**config.mk**
```make
export PLATFORM = sky130hd
export DESIGN_NAME = phase_shed_ctrl
export DESIGN_NICKNAME = d
export VERILOG_FILES = /design/src/rtl/phase_shed_pkg.sv /design/src/rtl/phase_shed_timer.sv /design/src/rtl/phase_shed_count.sv /design/src/rtl/phase_shed_de.sv /design/src/rtl/phase_shed_ctrl.sv
export SDC_FILE = /design/constraint.sdc
export NUM_CORES = 1
export LEC_CHECK = 0
export ABC_AREA = 1
export BUFFER_PORTS_ARGS = -buffer_cell sky130_fd_sc_hd__buf_4
export CORE_ASPECT_RATIO = 0.7
export CORE_MARGIN = 4
export CORE_UTILIZATION = 59
export CTS_CLUSTER_DIAMETER = 40
export DETAILED_ROUTE_END_ITERATION = 10
export PLACE_DENSITY_LB_ADDON = 0.1
export SYNTH_ARGS = -nofsm -noshare
export SYNTH_HDL_FRONTEND = slang
export SYNTH_SLANG_ARGS = --single-unit
```
**constraint.sdc**
```tcl
create_clock -name clk_i -period 3.1 [get_ports clk_i]
set_input_delay 0.62 -clock clk_i [delete_from_list [all_inputs] [get_ports clk_i]]
set_output_delay 0.62 -clock clk_i [all_outputs]
set_load 0.1 [all_outputs]
```
**src/rtl/phase_shed_pkg.sv**
```systemverilog
package phase_shed_pkg;

  // clamp a requested count to [max(min,1), n]
  function automatic int unsigned clamp_target(int unsigned tgt, int unsigned min_c,
                                               int unsigned n);
    int unsigned lo;
    lo = (min_c < 1) ? 1 : min_c;
    if (lo > n) lo = n;
    if (tgt < lo) return lo;
    if (tgt > n) return n;
    return tgt;
  endfunction

endpackage

```
**src/rtl/phase_shed_timer.sv**
```systemverilog
module phase_shed_timer #(
  parameter int unsigned LEN = 200
) (
  input  logic clk_i,
  input  logic rst_ni,
  input  logic load_i,
  output logic busy_o
);
  localparam int unsigned W = $clog2(LEN + 1);

  logic [W-1:0] cnt_q;

  always_ff @(posedge clk_i or negedge rst_ni) begin
    if (!rst_ni)            cnt_q <= '0;
    else if (load_i)        cnt_q <= W'(LEN);
    else if (cnt_q != '0)   cnt_q <= cnt_q - 1'b1;
  end

  assign busy_o = (cnt_q != '0);
endmodule

```
**src/rtl/phase_shed_count.sv**
```systemverilog
module phase_shed_count #(
  parameter int unsigned N_PHASES  = 4,
  parameter int unsigned HOLD_CYC  = 1500,
  parameter int unsigned BLANK_CYC = 200,
  localparam int unsigned CW = $clog2(N_PHASES + 1)
) (
  input  logic                clk_i,
  input  logic                rst_ni,
  input  logic [CW-1:0]       tgt_i,
  input  logic [N_PHASES-1:0] near_i,
  output logic [CW-1:0]       cnt_o,
  output logic [N_PHASES-1:0] en_o,
  output logic                reduce_o,
  output logic                blank_o
);
  logic [CW-1:0] cnt_q;
  logic          hold_busy;
  logic          restore;
  logic          add;

  for (genvar i = 0; i < N_PHASES; i++) begin : g_mask
    assign en_o[i] = (cnt_q > CW'(i));
  end

  assign reduce_o = (cnt_q != CW'(N_PHASES));
  assign restore  = reduce_o && |(near_i & en_o);
  assign add      = restore || (!hold_busy && (tgt_i > cnt_q));

  always_ff @(posedge clk_i or negedge rst_ni) begin
    if (!rst_ni)         cnt_q <= CW'(N_PHASES);
    else if (restore)    cnt_q <= CW'(N_PHASES);
    else if (!hold_busy) cnt_q <= tgt_i;
  end

  phase_shed_timer #(.LEN(HOLD_CYC)) u_hold (
    .clk_i  (clk_i),
    .rst_ni (rst_ni),
    .load_i (restore),
    .busy_o (hold_busy)
  );

  phase_shed_timer #(.LEN(BLANK_CYC)) u_blank (
    .clk_i  (clk_i),
    .rst_ni (rst_ni),
    .load_i (add),
    .busy_o (blank_o)
  );

  assign cnt_o = cnt_q;
endmodule

```
**src/rtl/phase_shed_de.sv**
```systemverilog
module phase_shed_de #(
  parameter int unsigned N_PHASES = 4,
  localparam int unsigned CW = $clog2(N_PHASES + 1)
) (
  input  logic                clk_i,
  input  logic                rst_ni,
  input  logic [CW-1:0]       cnt_i,
  input  logic [N_PHASES-1:0] en_i,
  input  logic                tri_en_i,
  input  logic                period_start_i,
  input  logic [N_PHASES-1:0] zero_i,
  output logic [N_PHASES-1:0] tri_o
);
  logic de_ok;
  logic [N_PHASES-1:0] tri_q;

  assign de_ok = tri_en_i && (cnt_i == CW'(2));

  for (genvar i = 0; i < N_PHASES; i++) begin : g_ph
    always_ff @(posedge clk_i or negedge rst_ni) begin
      if (!rst_ni)             tri_q[i] <= 1'b0;
      else if (period_start_i) tri_q[i] <= 1'b0;
      else                     tri_q[i] <= de_ok & (tri_q[i] | (zero_i[i] & en_i[i]));
    end
    assign tri_o[i] = tri_q[i] & en_i[i] & de_ok;
  end
endmodule

```
**src/rtl/phase_shed_ctrl.sv**
```systemverilog
module phase_shed_ctrl #(
  parameter int unsigned N_PHASES  = 4,
  parameter int unsigned HOLD_CYC  = 1500,
  parameter int unsigned BLANK_CYC = 200,
  localparam int unsigned CW = $clog2(N_PHASES + 1)
) (
  input  logic                clk_i,
  input  logic                rst_ni,
  input  logic [CW-1:0]       target_cnt_i,
  input  logic [CW-1:0]       min_cnt_i,
  input  logic [N_PHASES-1:0] near_lim_i,
  input  logic [N_PHASES-1:0] zero_cur_i,
  input  logic                tri_en_i,
  input  logic                period_start_i,
  output logic [N_PHASES-1:0] phase_en_o,
  output logic                lim_reduce_o,
  output logic                ocp_blank_o,
  output logic [N_PHASES-1:0] pwm_tri_o
);
  logic [CW-1:0] tgt_clamped;
  logic [CW-1:0] act_cnt;

  assign tgt_clamped = CW'(phase_shed_pkg::clamp_target(32'(target_cnt_i),
                                                        32'(min_cnt_i), N_PHASES));

  phase_shed_count #(
    .N_PHASES  (N_PHASES),
    .HOLD_CYC  (HOLD_CYC),
    .BLANK_CYC (BLANK_CYC)
  ) u_count (
    .clk_i    (clk_i),
    .rst_ni   (rst_ni),
    .tgt_i    (tgt_clamped),
    .near_i   (near_lim_i),
    .cnt_o    (act_cnt),
    .en_o     (phase_en_o),
    .reduce_o (lim_reduce_o),
    .blank_o  (ocp_blank_o)
  );

  phase_shed_de #(.N_PHASES(N_PHASES)) u_de (
    .clk_i          (clk_i),
    .rst_ni         (rst_ni),
    .cnt_i          (act_cnt),
    .en_i           (phase_en_o),
    .tri_en_i       (tri_en_i),
    .period_start_i (period_start_i),
    .zero_i         (zero_cur_i),
    .tri_o          (pwm_tri_o)
  );
endmodule

```
# [Word-level counts from Yosys, hierarchy flattened]
# Cells that the tools add are included.
[classes] n_reduce_logical=10 order_cmp=9 mux=19 n_addsub=2 n_bitwise=21 n_eq_ne=3
[ops] operator="< comparator 3 x 32 -> 1 bit" count=1
[ops] operator="two-way mux 3 bit" count=8
[ops] operator="two-way mux 11 bit" count=2
[ops] operator="AND 1 bit" count=16
[ops] operator="two-way mux 8 bit" count=2
[ops] operator="nonzero test 11 bit" count=1
[ops] operator="subtractor 11 x 1 -> 11 bit (second input constant)" count=1
[ops] operator="nonzero test 8 bit" count=1
[ops] operator="subtractor 8 x 1 -> 8 bit (second input constant)" count=1
[ops] operator="two-way mux 1 bit" count=7
[ops] operator="> comparator 3 x 1 -> 1 bit (second input constant)" count=2
[ops] operator="> comparator 3 x 2 -> 1 bit (second input constant)" count=2
[ops] operator="> comparator 3 bit (second input constant)" count=2
[ops] operator="AND 4 bit" count=1
[ops] operator="OR 1 bit" count=4
[ops] operator="nonzero test 2 bit" count=2
[ops] operator="OR reduction 4 bit" count=1
[ops] operator="== test 3 x 2 -> 1 bit (second input constant)" count=1
[ops] operator="> comparator 3 bit" count=1
[ops] operator="logical AND 1 bit" count=3
[ops] operator="< comparator 3 x 1 -> 1 bit (second input constant)" count=1
[ops] operator="!= test 3 bit (second input constant)" count=1
[ops] operator="!= test 2 bit (second input constant)" count=1
[ops] operator="zero test 1 bit" count=1
[ops] operator="logical OR 1 bit" count=1
[word_totals] reg_bits=26 out_inout_bits=10 wordCells=71

# [Logic depth before layout (Yosys ltp)]
[depth] word_depth=13 mapped_depth=16 mapped_depth_nobuf=16

# [Modules after synthesis]
# Synthesis repeated with hierarchy kept, for this count alone.
[unflattened] cells_unflattened=246 area_unflattened_um2=1786.7
[by_module_without_submodules] mod="phase_shed_timer at u_count.u_hold" seq_area_each_um2=275.3 instances=1 cells_each=84 area_each_um2=673.1
[by_module_without_submodules] mod="phase_shed_timer at u_count.u_blank" seq_area_each_um2=200.2 instances=1 cells_each=67 area_each_um2=486.7
[by_module_without_submodules] mod="phase_shed_count" seq_area_each_um2=76.3 instances=1 cells_each=40 area_each_um2=280.3
[by_module_without_submodules] mod="phase_shed_de" seq_area_each_um2=100.1 instances=1 cells_each=26 area_each_um2=196.4
[by_module_without_submodules] mod="phase_shed_ctrl" seq_area_each_um2=0.0 instances=1 cells_each=29 area_each_um2=150.1

# [Worst setup path after synthesis]
# Ideal clock, no wire load.
[synth_path] path_type="input-to-output" start="input port tri_en_i" end="output port pwm_tri_o[0]" stages=2 t_required_ns=2.480 t_arrival_ns=2.005 path_slack_ns=0.475 n_path_buf=0 path_cell_list="nand4_1 nor2_1"
[synth_between] elab_chain_cells=2
[synth_lines] element="start: declaration" line="phase_shed_ctrl.sv:13" text="input logic tri_en_i,"
[synth_lines] element="logical AND 1 bit" line="phase_shed_de.sv:17" text="assign de_ok = tri_en_i && (cnt_i == CW'(2));"
[synth_lines] element="AND 1 bit" line="phase_shed_de.sv:25" text="assign tri_o[i] = tri_q[i] & en_i[i] & de_ok;"
[synth_lines] element="end: declaration" line="phase_shed_ctrl.sv:18" text="output logic [N_PHASES-1:0] pwm_tri_o"
# No other way between the ends.

# [Final worst setup path]
[layout_path] start="input port min_cnt_i[2]" end="register u_count.u_blank.cnt_q[7]"
[layout_between] elab_chain_cells=13
[layout_lines] element="start: declaration" line="phase_shed_ctrl.sv:10" text="input logic [CW-1:0] min_cnt_i,"
[layout_lines] element="< comparator 3 x 1 -> 1 bit" line="phase_shed_pkg.sv:7" text="lo = (min_c < 1) ? 1 : min_c;"
[layout_lines] element="two-way mux 3 bit (*)" line="phase_shed_pkg.sv:7"
[layout_lines] element="> comparator 3 bit" line="phase_shed_pkg.sv:8" text="if (lo > n) lo = n;"
[layout_lines] element="two-way mux 3 bit (*)" line="phase_shed_pkg.sv:8"
[layout_lines] element="< comparator 3 x 32 -> 1 bit" line="phase_shed_pkg.sv:9" text="if (tgt < lo) return lo;"
[layout_lines] element="two-way mux 3 bit" line="phase_shed_pkg.sv:9"
[layout_lines] element="two-way mux 3 bit" line="phase_shed_pkg.sv:10" text="if (tgt > n) return n;"
[layout_lines] element="two-way mux 3 bit" line="phase_shed_pkg.sv:11" text="return tgt;"
[layout_lines] element="two-way mux 3 bit (*)" line="phase_shed_pkg.sv:10"
[layout_lines] element="> comparator 3 bit (*)" line="phase_shed_count.sv:27" text="assign add = restore || (!hold_busy && (tgt_i > cnt_q));"
[layout_lines] element="logical AND 1 bit (*)" line="phase_shed_count.sv:27"
[layout_lines] element="logical OR 1 bit (*)" line="phase_shed_count.sv:27"
[layout_lines] element="two-way mux 8 bit or nonzero test 2 bit (tied branches)"
[layout_lines] element="end signal: assignment" line="phase_shed_timer.sv:15" text="else if (load_i) cnt_q <= W'(LEN);"
[layout_lines] element="end signal: assignment" line="phase_shed_timer.sv:16" text="else if (cnt_q != '0) cnt_q <= cnt_q - 1'b1;"
[layout_lines] element="end: declaration" line="phase_shed_timer.sv:11" text="logic [W-1:0] cnt_q;"
# Every way passes the cells marked *; elsewhere a longest branch is shown, timed or not.
# A chain may end at the register's enable or synchronous reset.

==> impl_metrics.csv <==
group,metric,value,unit
place,place_hpwl,2.61,mm
detailed_routing,drc,0,
logic_synthesis,yosys_warnings,0,
cells_and_area,nets,266,
global_routing,grt_first_pass_wirelength,5.72,mm
clock_network,hold_buffers,0,
global_routing,antenna_found_initial,0,
sta,fin_crit_sh,80.5,%
detailed_routing,totalWireLength,3.28,mm
power,ir_drop,0.000430,V
global_routing,grt_pass1_vias,1371,
cells_and_area,final_layout_size_suffix_gt1_share,15.9,%
clock_network,numCtsBuffers,3,
floorplan,die_w,69.4,µm
detailed_routing,vias,1420,
global_routing,grt_start_max_net_pins,25,
floorplan,die_height,51.0,µm
floorplan,fp.dieArea,3540,µm²
detailed_routing,first_pass_iters,5,
sta,setup_viol,0,
clock_network,post_cts_buffers,0,
setup_path,arrival,2.70,ns
setup_path,crit_top_cell,"nand2_1",
cells_and_area,final_cell_mix,"inv_1 (44), nand2_1 (44), nand3_1 (24)",
sta,fmax,400,MHz
logic_synthesis,synth_compound_area_share,8.67,%
setup_path,crit_type,"input port to flop",
sta,grt_setup_unrepaired,"false",
cells_and_area,syn2layout_area_growth,14.8,%
outcome,status,"completed",
clock_network,cts_root_buf,"clkbuf_8",
detailed_routing,post_drt_wl_per_cell,12.0,µm
logic_synthesis,ys_ff_latch,24,
detailed_routing,ant_nets,0,
cells_and_area,n_antenna_cell,0,
setup_path,path_buf_inv,3,
setup_path,cpMaxStageDelayCell,"ha_1",
clock_network,clock_sinks,24,
sta,drv_slew,0,
setup_path,worstPathCellList,"buf_4 > inv_1 > nand2_1 > ha_1 > nand2_1 > nand2_1 > nand2_1 > nand3_1 > and2_1 > ha_1 > nand2_1 > o21ai_0 > nand3_1 > nand2_4 > inv_1 > nand3_1",
power,p_leak,0.936,nW
sta,hold_viol,0,
logic_synthesis,synthesis.area,1560,µm²
sta,period_needed,2.50,ns
logic_synthesis,synth_top_family_by_area,"simple AND/OR/NAND/NOR gates",
logic_synthesis,synth_mux_area_share,0,%
power,power_density,685,nW/µm²
setup_path,critPathRequiredTime,3.31,ns
logic_synthesis,yosys.area_share.xor_xnor,1.12,%
floorplan,core.rowCount,15,
floorplan,fp.coreArea,2500,µm²
floorplan,ioPinCount,28,
setup_path,cp_max_fo,6,
logic_synthesis,avgSynthCellArea,7.25,µm²
place,gp_congestion,0.900,
clock_network,clockBufferDepth,2,
floorplan,start_util,62.5,%
min_path,min-delay-path-class,"input port to asynchronous set/reset pin",
setup_path,start_kind,"input port",
global_routing,overflow,0,
clock_network,cts_tree,"done",
setup_path,cpPeakStageDelay,0.29,ns
run,maxCapViolCount,0,
detailed_routing,drt_iter0_drc,62,
clock_network,cts_resized,0,
sta,finClkSkew,0.00627,ns
setup_path,crit_path_end_kind,"flop",
global_routing,grtUsageTotal,20.0,%
logic_synthesis,synth_adder_area_share,6.42,%
sta,holdWs,0.237,ns
setup_path,crit_family,"simple AND/OR/NAND/NOR gates",
sta,tns,0,ns
clock_network,cts-htree-levels,1,
detailed_routing,viasPerCell,5.20,
logic_synthesis,syn_inst,215,
place,numPortBuffers,23,
logic_synthesis,synth_seq_area_share,38.6,%
clock_network,clk-insertion-delay-late,0.27,ns
logic_synthesis,ys_types,27,
clock_network,path_clk_slew,0.09,ns
logic_synthesis,yosys.area_share.simple,32.2,%
[stage by stage]
| stage | utilization, % | cells | total power [W] | setup slack [ns] | area, µm² |
|---|---|---|---|---|---|
| 2_1_floorplan | - | 216 | 0.000904 | 0.475 | 1560 |
| 3_3_place_gp | 69.9 | 269 | 0.000991 | 0.474 | 1740 |
| 3_5_place_dp | 69.9 | 269 | 0.00103 | 0.333 | 1740 |
| 4_1_cts | 71.7 | 273 | 0.00122 | 0.604 | 1790 |
| 5_1_grt | 71.7 | 273 | 0.00132 | 0.427 | 1790 |
| 6_report | 71.7 | 273 | 0.00123 | 0.603 | 1790 |
[routing by layer]
metal  global-route usage, %  routed length, µm  vias up
met5                       0                  0        -
met4                    3.57                  6        0
met3                    4.52                158        2
met2                    38.3               1700       38
met1                    23.4               1410      659
li1                        -                  -      721
[synth_stat cells]
| cell | count | area, µm² |
|---|---|---|
| xor2_1 | 1 | 8.76 |
| buf_4 | 2 | 15.0 |
| clkbuf_1 | 1 | 3.75 |
| nor2_1 | 22 | 82.6 |
| dfstp_2 | 1 | 26.3 |
| nand2_4 | 2 | 22.5 |
| nand2_1 | 44 | 165 |
| ha_1 | 8 | 100 |
| or2_2 | 1 | 6.26 |
| nand4_1 | 5 | 31.3 |
| o21ai_1 | 2 | 10.0 |
| buf_8 | 1 | 15.0 |
| nand3_2 | 1 | 10.0 |
| o2111ai_1 | 1 | 8.76 |
| a21oi_4 | 1 | 16.3 |
| o21ai_0 | 6 | 30.0 |
| o211ai_1 | 4 | 30.0 |
| nand3_1 | 24 | 120 |
| a21oi_1 | 8 | 40.0 |
| dfrtp_1 | 23 | 576 |
| xnor2_1 | 1 | 8.76 |
| nor3_1 | 4 | 20.0 |
| nand2_2 | 4 | 25.0 |
| and2_1 | 1 | 6.26 |
| conb_1 | 1 | 3.75 |
| inv_1 | 44 | 165 |
| nor2_2 | 2 | 12.5 |
[path summary, 6_finish.rpt]
check | start | endpoint | slack (ns) | cells after the start
min in group clk_i | u_count.u_hold.cnt_q[0]$_DFFE_PN0P_ | u_count.u_hold.cnt_q[0]$_DFFE_PN0P_ | 0.49 | 1
worst max register to register | u_count.cnt_o[2]$_DFFE_PN1P_ | u_count.u_blank.cnt_q[7]$_DFFE_PN0P_ | 1.29 | 8
max in group asynchronous | rst_ni | u_count.cnt_o[2]$_DFFE_PN1P_ | 2.57 | 1
worst max-delay path | min_cnt_i[2] | u_count.u_blank.cnt_q[7]$_DFFE_PN0P_ | 0.60 | 16
worst min register to register | u_count.u_hold.cnt_q[0]$_DFFE_PN0P_ | u_count.u_hold.cnt_q[0]$_DFFE_PN0P_ | 0.49 | 1
worst min-delay path | rst_ni | u_count.u_hold.cnt_q[10]$_DFFE_PN0P_ | 0.24 | 1
[sequential cells by signal (all words and copies together) (netlist names)]
name                   cells
u_count.u_hold.cnt_q      11
u_count.u_blank.cnt_q      8
u_count.cnt_o              3
u_de.tri_q                 2
[worst register-to-register path, cell delays in order (launching register included)]
cell and delay (ns):
dfstp_2 0.59, inv_1 0.09, ha_1 0.32, a21oi_1 0.14
o21ai_0 0.12, nand3_1 0.18, nand2_4 0.09, inv_1 0.09
nand3_1 0.08
[report_power, final]
group	switching, W	internal (W)	total, W
clock	0.0000991	0.0000918	0.000191
sequential	0.0000768	0.000417	0.000494
combinational	0.000357	0.000183	0.000540
[kinds of logic (layout without fill, tap and decap cells)]
kind of cell | count (synthesis) | in the layout
adder cells (fa/ha/maj) | 8 | 8
XOR/XNOR | 2 | 2
other | 1 | 2
AND/OR/NAND/NOR | 110 | 110
AO/OA/AOI/OAI | 22 | 22
buffers and inverters | 48 | 71
flip-flops | 24 | 24
[final cells by class]
cell class	instances	area [µm²]
Multi-Input combinational cell	144	762
Fill cell	199	707
Sequential cell	24	602
Timing Repair Buffer	23	173
Inverter	44	165
Clock buffer	4	45.0
Tap cell	34	42.5
Note: power is estimated with default switching activity, not from simulation.
